<file path="src/rtl/esq_pkg.sv">
package esq_pkg;

  typedef struct packed {
    logic wrStatus;
    logic wrIdent;
  } esqStrobe_t;

  typedef enum logic {
    ST_IDLE   = 1'b0,
    ST_SECOND = 1'b1
  } esqState_t;

endpackage

</file>
<file path="src/rtl/esq_ctrl.sv">
module esq_ctrl
  import esq_pkg::*;
(
  input  logic       clk,
  input  logic       rstN,
  input  logic       evtValid,
  input  logic       evtMsgOk,
  input  logic [1:0] filterMode,
  input  logic       anyEnabled,
  output esqStrobe_t strobe
);

  esqState_t state, stateNext;
  logic filterPass;
  logic accept;

  // good messages pass on bit 0, bad messages pass on bit 1
  assign filterPass = evtMsgOk ? filterMode[0] : filterMode[1];
  assign accept     = evtValid && anyEnabled && filterPass;

  always_comb begin
    stateNext       = state;
    strobe.wrStatus = 1'b0;
    strobe.wrIdent  = 1'b0;
    unique case (state)
      ST_IDLE: begin
        if (accept) begin
          strobe.wrStatus = 1'b1;
          stateNext       = ST_SECOND;
        end
      end
      ST_SECOND: begin
        // second word goes out; any event now is dropped
        strobe.wrIdent = 1'b1;
        stateNext      = ST_IDLE;
      end
      default: stateNext = ST_IDLE;
    endcase
  end

  always_ff @(posedge clk or negedge rstN) begin
    if (!rstN) state <= ST_IDLE;
    else       state <= stateNext;
  end

endmodule

</file>
<file path="src/rtl/esq_data.sv">
module esq_data
  import esq_pkg::*;
#(
  parameter int WORD_W      = 16,
  parameter int QUEUE_WORDS = 64,
  localparam int PTR_W      = $clog2(QUEUE_WORDS),
  localparam int HALF_W     = WORD_W / 2
) (
  input  logic              clk,
  input  logic              rstN,
  input  esqStrobe_t        strobe,
  input  logic [WORD_W-1:0] evtBits,
  input  logic [WORD_W-1:0] evtId,
  input  logic [HALF_W-1:0] maskLow,
  input  logic [HALF_W-1:0] maskHigh,
  input  logic [PTR_W-1:0]  rdIdx,
  output logic              anyEnabled,
  output logic [PTR_W-1:0]  wrPtr,
  output logic [WORD_W-1:0] rdData,
  output logic              irqReq
);

  logic [WORD_W-1:0] maskedBits;
  logic [WORD_W-1:0] idHold;
  logic [WORD_W-1:0] store [QUEUE_WORDS];

  for (genvar h = 0; h < 2; h++) begin : g_half
    if (h == 0) begin : g_lo
      assign maskedBits[h*HALF_W +: HALF_W] = evtBits[h*HALF_W +: HALF_W] & maskLow;
    end else begin : g_hi
      assign maskedBits[h*HALF_W +: HALF_W] = evtBits[h*HALF_W +: HALF_W] & maskHigh;
    end
  end

  assign anyEnabled = |maskedBits;
  assign rdData     = store[rdIdx];

  always_ff @(posedge clk or negedge rstN) begin
    if (!rstN) begin
      wrPtr  <= '0;
      idHold <= '0;
      irqReq <= 1'b0;
      for (int i = 0; i < QUEUE_WORDS; i++) store[i] <= '0;
    end else begin
      irqReq <= strobe.wrIdent;
      if (strobe.wrStatus) begin
        store[wrPtr] <= maskedBits;
        idHold       <= evtId;
        wrPtr        <= wrPtr + 1'b1;
      end else if (strobe.wrIdent) begin
        store[wrPtr] <= idHold;
        wrPtr        <= wrPtr + 1'b1;
      end
    end
  end

endmodule

</file>
<file path="src/rtl/evt_status_queue.sv">
module evt_status_queue
  import esq_pkg::*;
#(
  parameter int WORD_W      = 16,
  parameter int QUEUE_WORDS = 64,
  localparam int PTR_W      = $clog2(QUEUE_WORDS),
  localparam int HALF_W     = WORD_W / 2
) (
  input  logic              clk,
  input  logic              rstN,
  input  logic              evtValid,
  input  logic [WORD_W-1:0] evtBits,
  input  logic              evtMsgOk,
  input  logic [WORD_W-1:0] evtId,
  input  logic [HALF_W-1:0] maskLow,
  input  logic [HALF_W-1:0] maskHigh,
  input  logic [1:0]        filterMode,
  input  logic [PTR_W-1:0]  rdIdx,
  output logic [WORD_W-1:0] rdData,
  output logic [PTR_W-1:0]  wrPtr,
  output logic              irqReq
);

  esqStrobe_t strobe;
  logic       anyEnabled;

  esq_ctrl u_ctrl (
    .clk        (clk),
    .rstN       (rstN),
    .evtValid   (evtValid),
    .evtMsgOk   (evtMsgOk),
    .filterMode (filterMode),
    .anyEnabled (anyEnabled),
    .strobe     (strobe)
  );

  esq_data #(
    .WORD_W      (WORD_W),
    .QUEUE_WORDS (QUEUE_WORDS)
  ) u_data (
    .clk        (clk),
    .rstN       (rstN),
    .strobe     (strobe),
    .evtBits    (evtBits),
    .evtId      (evtId),
    .maskLow    (maskLow),
    .maskHigh   (maskHigh),
    .rdIdx      (rdIdx),
    .anyEnabled (anyEnabled),
    .wrPtr      (wrPtr),
    .rdData     (rdData),
    .irqReq     (irqReq)
  );

endmodule

</file>
<file path="config.mk">
export PLATFORM = sky130hd
export DESIGN_NAME = evt_status_queue
export DESIGN_NICKNAME = d
export VERILOG_FILES = /design/src/rtl/esq_pkg.sv /design/src/rtl/esq_ctrl.sv /design/src/rtl/esq_data.sv /design/src/rtl/evt_status_queue.sv
export SDC_FILE = /design/constraint.sdc
export NUM_CORES = 2
export LEC_CHECK = 0
export BUFFER_PORTS_ARGS = -buffer_cell sky130_fd_sc_hd__buf_2
export CORE_MARGIN = 1.5
export CORE_UTILIZATION = 45
export DETAILED_ROUTE_END_ITERATION = 12
export GPL_ROUTABILITY_DRIVEN = 0
export PLACE_DENSITY = 0.74
export SETUP_SLACK_MARGIN = 0.5
export SLEW_MARGIN = 0
export SYNTH_ARGS = -nofsm -noshare
export SYNTH_HDL_FRONTEND = slang
export SYNTH_SLANG_ARGS = --single-unit
</file>
<file path="constraint.sdc">
create_clock -name clk -period 3 [get_ports clk]
set_input_delay 0.6 -clock clk [delete_from_list [all_inputs] [get_ports clk]]
set_output_delay 0.6 -clock clk [all_outputs]
set_load 0.02 [all_outputs]
</file>
=== Word level (Yosys, flattened, before mapping) ===
Index checks and enable logic that the tools add are counted.

* Input bits: 60
* Flip-flop bits (word level): 1048

* Reduce and logical (&&, ||, !) cells: 5
* Muxes and demuxes: 16
* Bitwise logic cells: 5
* $add $sub $neg: 1
* $lt $le $gt $ge: 3

{| class="wikitable"
|+ Operators by type and width
! kind !! count
|-
| $bwmux W1024 || 2
|-
| $mux W1024 || 2
|-
| $bmux W16 S6 || 1
|-
| $demux W16 S6 || 1
|-
| $mux W16 || 3
|-
| $and A8 B8 Y8 || 2
|-
| $reduce_or A16 Y1 || 1
|-
| $ge A7 B7 Y1 const B || 2
|-
| $not A6 Y7 || 2
|-
| $mux W6 || 2
|-
| $lt A7 B1 Y1 const B || 1
|-
| $add A6 B1 Y6 const B || 1
|-
| $mux W1 || 4
|-
| $logic_and A1 B1 Y1 || 3
|-
| $pmux W1 S2 || 1
|-
| $reduce_bool A2 Y1 || 1
|-
| $not A1 Y1 || 1
|}

=== Depth between registers and ports, before layout ===
* Depth in word-level cells: 8
* Gate-level depth with buffers: 10
* Gate-level depth less buffers: 6

=== Hierarchy ===
A second synthesis with hierarchy kept.

* Cell total of the unflattened synthesis: 4365
* Area total of the unflattened synthesis: 45692.6 µm²

{| class="wikitable"
|+ By module, submodules not included
! module !! instances !! cells each !! seq. area each (µm²) !! area each (µm²)
|-
| esq_data || 1 || 4359 || 26200.1 || 45628.8
|-
| esq_ctrl || 1 || 6 || 25.0 || 63.8
|}

=== Worst setup path before layout ===
Ideal clock, no wire load.

* Path type: input -> output
* Start point: input rdIdx[0]
* End point: output rdData[15]
* Slack: -0.075 ns
* Cell stages on the path: 7
* Required time: 2.400 ns
* Arrival time: 2.475 ns
* Cells stage by stage: clkbuf_1 clkbuf_1 buf_2 mux4_2 mux2_2 a21oi_1 nand4_1

* Longest elaborated chain between the ends: 4

{| class="wikitable"
|+ RTL lines
! what !! RTL line !! text
|-
| from (decl) || evt_status_queue.sv:18 || <nowiki>input logic [PTR_W-1:0] rdIdx,</nowiki>
|-
| $not A6 Y7 (implied by the code) || esq_data.sv:36 || <nowiki>assign rdData = store[rdIdx];</nowiki>
|-
| $bmux W16 S6 || esq_data.sv:36 ||
|-
| $mux W16 (implied by the code) (2 in series) || esq_data.sv:36 ||
|-
| to (decl) || evt_status_queue.sv:19 || <nowiki>output logic [WORD_W-1:0] rdData,</nowiki>
|}

Every way passes these cells. The select of a mux whose other input is x is not followed.

=== Worst setup path after layout ===
* Start point: register u_data.store[395] (netlist name)
* End point: output rdData[11]

* Longest elaborated chain between the ends: 3

{| class="wikitable"
|+ RTL lines
! what !! RTL line !! text
|-
| from (decl) || esq_data.sv:25 || <nowiki>logic [WORD_W-1:0] store [QUEUE_WORDS];</nowiki>
|-
| from (signal, indexed assignment) || esq_data.sv:47 || <nowiki>store[wrPtr] <= maskedBits;</nowiki>
|-
| from (signal, indexed assignment) || esq_data.sv:51 || <nowiki>store[wrPtr] <= idHold;</nowiki>
|-
| $bmux W16 S6 || esq_data.sv:36 ||
|-
| $mux W16 (implied by the code) (2 in series) || esq_data.sv:36 ||
|}

Every way passes these cells. The select of a mux whose other input is x is not followed.

==> metrics.md <==
| Metric | Value |
|---|---|
| Clock-pin slew reported for the worst setup and hold paths after clock tree synthesis | 0.06 ns |
| Pre-Repair DR Iteration Count | 5 |
| Kind of critical path | reg -> out |
| Net count after synthesis | 3279 |
| Pwr Density | 828.8 nW/um^2 |
| # rows | 122 |
| Count of final hold-check violations | 0 |
| Hpwl dp | 86560 um |
| Cell with the largest stage delay on the worst path | sky130_fd_sc_hd__mux4_2 |
| Largest stage delay on the critical path | between 0.5 and 0.6 ns |
| Register cell area after layout | 26230 sq um |
| WL per Instance | about 27 um |
| Most area-hungry cell type in the Yosys netlist | sky130_fd_sc_hd__dfrtp_1 |
| Compound-cell area share of the yosys netlist | 2.057% |
| Total power of the final layout | 49.48 mW |
| DIE WIDTH | 338.8 um |
| Maximum vdd drop | between 0.0005 and 0.0006 V |
| Number of max-slew violations in the final report | 0 |
| Shortest clock period the worst path allows after layout | 3.496 ns |
| Area Overhead vs Synth | 17.69% |
| Leakage power | 28.36 nW |
| Htree depth | 3 |
| Share of cell area taken by muxes after synthesis | 38.88% |
| Most numerous cell in the Yosys netlist | sky130_fd_sc_hd__dfrtp_1 |
| GRT Total Usage | 23.72% |
| Syn Area/Cell | 15.76 sq um |
| Kind of path behind the tightest hold check | in -> reg |
| Number of flops mapped to enable cells by yosys | 0 |
| Xor and xnor fraction of the mapped netlist area | 0.08633% |
| Finish-stage setup viols | 16 |
| Primary FF master, synth | sky130_fd_sc_hd__dfrtp_1 |
| Number of flip-flops and latches in the synthesized netlist | 1048 |
| Count of fill cells added during filler insertion | 8642 |
| Total core area | 111300 sq um |
| Buffers from clock root to sink, at most | 3 |
| Area contributors post-synth | sky130_fd_sc_hd__dfrtp_1 (52%), sky130_fd_sc_hd__mux2_4 (13%), sky130_fd_sc_hd__mux2_2 (12%), sky130_fd_sc_hd__mux4_2 (9.1%), sky130_fd_sc_hd__mux2i_1 (2.9%) |
| Remaining design rule violation count | 0 |
| Cell mode on critical path | sky130_fd_sc_hd__mux4_2 |
| Vias in the first global route | 31780 |
| Data arrival time of the worst path | 2.90 ns |
| Achievable clock frequency | 0.2861 GHz |
| Worst-skew pair later-pin latency | around 0.70 ns |
| Total congestion overflow | 0 |
| Global-route wire length before repair | 207300 um |
| Setup TNS | -3.553 ns |
| Number of synthesis warnings | 0 |
| Result of the run | complete, but fails checks |
| Rel. slew slack | 52.12% |
| Inserted Clock Buffers | 111 |
| Type of origin of the critical path | register |
| Die ar. | ~110000 sq um |
| Port bufs | 82 |
| Element type at the critical path end | primary output |
| Count of different cell masters after synthesis | 50 |
| Violated checks | setup timing |
| Final setup slack of the worst path | -0.4959 ns |
| Worst reg2reg setup slack | 0.77 ns |
| Layout cells sized above 1 | 55.49% |
| Antenna violations before repair | 10 |
| Maximum number of pins on one net before global-route repair | 131 |
| Number of maximum-capacitance constraint violations | 0 |
| Routed via count divided by cell count | 5.913 |
| Post-synthesis sequential area ratio | 51.70% |
| Share of synthesized cell area in full adder, half adder and majority cells | 0.02466% |
| I/O pin count | 83 |
| Measured slew at the worst slew-check pin | around 0.7 ns |
| Number of nets in the finished design | around 3500 |
| Simple-gate area share of the yosys netlist | 2.901% |
| Post-route fraction of the period consumed by the critical path | 116.5% |
| Clock tree from TritonCTS | built |
| Post-detailed-route count of antenna-violating nets | 0 |
| Clock Skew | 0.02605 ns |
| Root Buffer Master | sky130_fd_sc_hd__clkbuf_16 |
| Final core area utilization | 53.65% |
| Maximum net fanout on the critical path | 2 |
| Initial DRC count | ~2500 |
| Post-detailed-routing wire length | between 100000 and 150000 um |
| Multi-input combinational cell area | 22730 sq um |
| Starting density of the core | 45.59% |
| Clock net sink count | about 1000 |
| Synth top area share | 51.70% |
| Most frequent cells after synthesis | sky130_fd_sc_hd__dfrtp_1 (1048), sky130_fd_sc_hd__mux2_2 (551), sky130_fd_sc_hd__mux2_4 (448) |
| Cell chain of the critical path | mux4_2, mux4_2, nand2b_4, nand4_1, buf_4, buf_6 |
| Area of the mapped netlist | 50730 sq um |
| Number of vias in the routed layout | 29900 |
| Die Y | around 340 um |
| Dominant combinational cell family by area after synthesis | multiplexers |
| RSZ-0062 raised after global routing | yes |
| Share of flip-flops with an asynchronous set or reset | 100.0% |
| WP data required | 2.40 ns |
| Cells after synthesis | 3218 |
==> final timing paths <==
kind,from,end,cells past startpoint
setup reg to reg,u_data.wrPtr[4],u_data.store[677],5
setup / recovery,u_data.store[395],rdData[11],6
min in group asynchronous,rstN,u_data.store[917],2
hold / removal,evtId[12],u_data.idHold[12],3
max in group asynchronous,rstN,u_data.store[332],3
hold reg to reg,u_ctrl.state,u_data.irqReq,0
==> what timing repair did <==
item                                   4_1_cts  5_1_grt
setup endpoints to repair                   16       23
resized for setup                          131       26
cloned                                       2        0
setup buffers                               21       20
pin swaps                                   26       15
endpoints found under the hold margin       40        0
hold buffers                                 1        0
==> state kept, by name, indices dropped and copies added (netlist names) <==
name	cells
u_data.store	1024
u_data.idHold	16
u_data.wrPtr	6
u_ctrl.state	1
u_data.irqReq	1
==> power breakdown <==
part | internal, mW | switching (mW) | leakage, nW | total (mW)
Sequential | 18.8 | 2.56 | 13.9 | 21.3
Combinational | 8.09 | 5.80 | 12.6 | 13.9
Clock | 8.42 | 5.83 | 1.88 | 14.2
==> kinds of logic (layout without fill, tap and decap cells) <==
family / after synthesis / in the layout
AO/OA/AOI/OAI: 154 / 154
XOR/XNOR: 5 / 5
adder cells (fa/ha/maj): 1 / 1
buffers and inverters: 353 / 698
flip-flops: 1048 / 1048
multiplexers: 1399 / 1399
other: 0 / 6
AND/OR/NAND/NOR: 258 / 258
==> placed cells by master, fill, tap and decap left out, types with 7 or more instances in the layout <==
cell type	instances
sky130_fd_sc_hd__and4_4	9
sky130_fd_sc_hd__o21ai_1	8
sky130_fd_sc_hd__clkbuf_8	23
sky130_fd_sc_hd__o21ai_2	7
sky130_fd_sc_hd__buf_6	38
sky130_fd_sc_hd__mux4_2	205
sky130_fd_sc_hd__clkbuf_16	112
sky130_fd_sc_hd__bufinv_16	12
sky130_fd_sc_hd__mux2i_4	21
sky130_fd_sc_hd__nand4_1	30
sky130_fd_sc_hd__a221oi_2	10
sky130_fd_sc_hd__clkinv_2	27
sky130_fd_sc_hd__a22oi_1	43
sky130_fd_sc_hd__buf_12	101
sky130_fd_sc_hd__nand3_1	27
sky130_fd_sc_hd__mux2i_1	132
sky130_fd_sc_hd__dfrtp_1	1048
sky130_fd_sc_hd__o21ai_0	21
sky130_fd_sc_hd__inv_1	16
sky130_fd_sc_hd__a21oi_1	14
sky130_fd_sc_hd__buf_4	267
sky130_fd_sc_hd__clkbuf_1	15
sky130_fd_sc_hd__or3_1	30
sky130_fd_sc_hd__a31oi_1	7
sky130_fd_sc_hd__mux2_4	448
sky130_fd_sc_hd__and3_1	38
sky130_fd_sc_hd__mux2i_2	9
sky130_fd_sc_hd__a22oi_2	14
sky130_fd_sc_hd__mux2_1	33
sky130_fd_sc_hd__nand2_1	62
sky130_fd_sc_hd__a221oi_1	8
sky130_fd_sc_hd__mux2_2	551
sky130_fd_sc_hd__nor2_1	11
sky130_fd_sc_hd__buf_2	63
==> worst max-delay path, delay by kind of cell (launching register included) <==
family / cells / cell delay, ns
and+or+nand+nor: 2 / 0.40
muxes: 2 / 1.03
DFF: 1 / 0.38
buffers and inverters: 2 / 0.38
==> cell type report <==
class	count	share of cell area, %
tap	1488	3.118
sequential	1048	43.93
clock buffer	149	5.296
timing repair buffer	480	8.381
clock inverter	52	1.067
inverter	17	0.1069
antenna	6	0.02515
multi-input combinational	1817	38.08
==> metal layers <==
metal  global-route usage, %  share of wire (%)  vias to the layer above  routed length, um
met4                   8.053                3.3                        6               4484
li1                        -                  -                    12420                  -
met3                   5.322                7.6                      267              10380
met5                       0              0.032                        -                 44
met2                   36.34                 46                     1017              62350
met1                   33.33                 43                    16200              58670
==> per-stage QoR <==
| step | setup slack [ns] | cell area (sq um) | hold WS (ns) | instances |
|---|---|---|---|---|
| global placement | -0.5809 | 54870 | 0.4621 | 4806 |
| detailed placement | -0.5528 | 54870 | 0.4629 | 4806 |
| finish | -0.4959 | 59700 | 0.1108 | 5057 |
| CTS | -0.5145 | 59410 | 0.07831 | 5031 |
| global route | -0.5800 | 59690 | 0.1147 | 5052 |
| floorplan | 0.2986 | 51100 | 0.3044 | 3218 |
No activity file was read; power rests on OpenSTA's default activity.
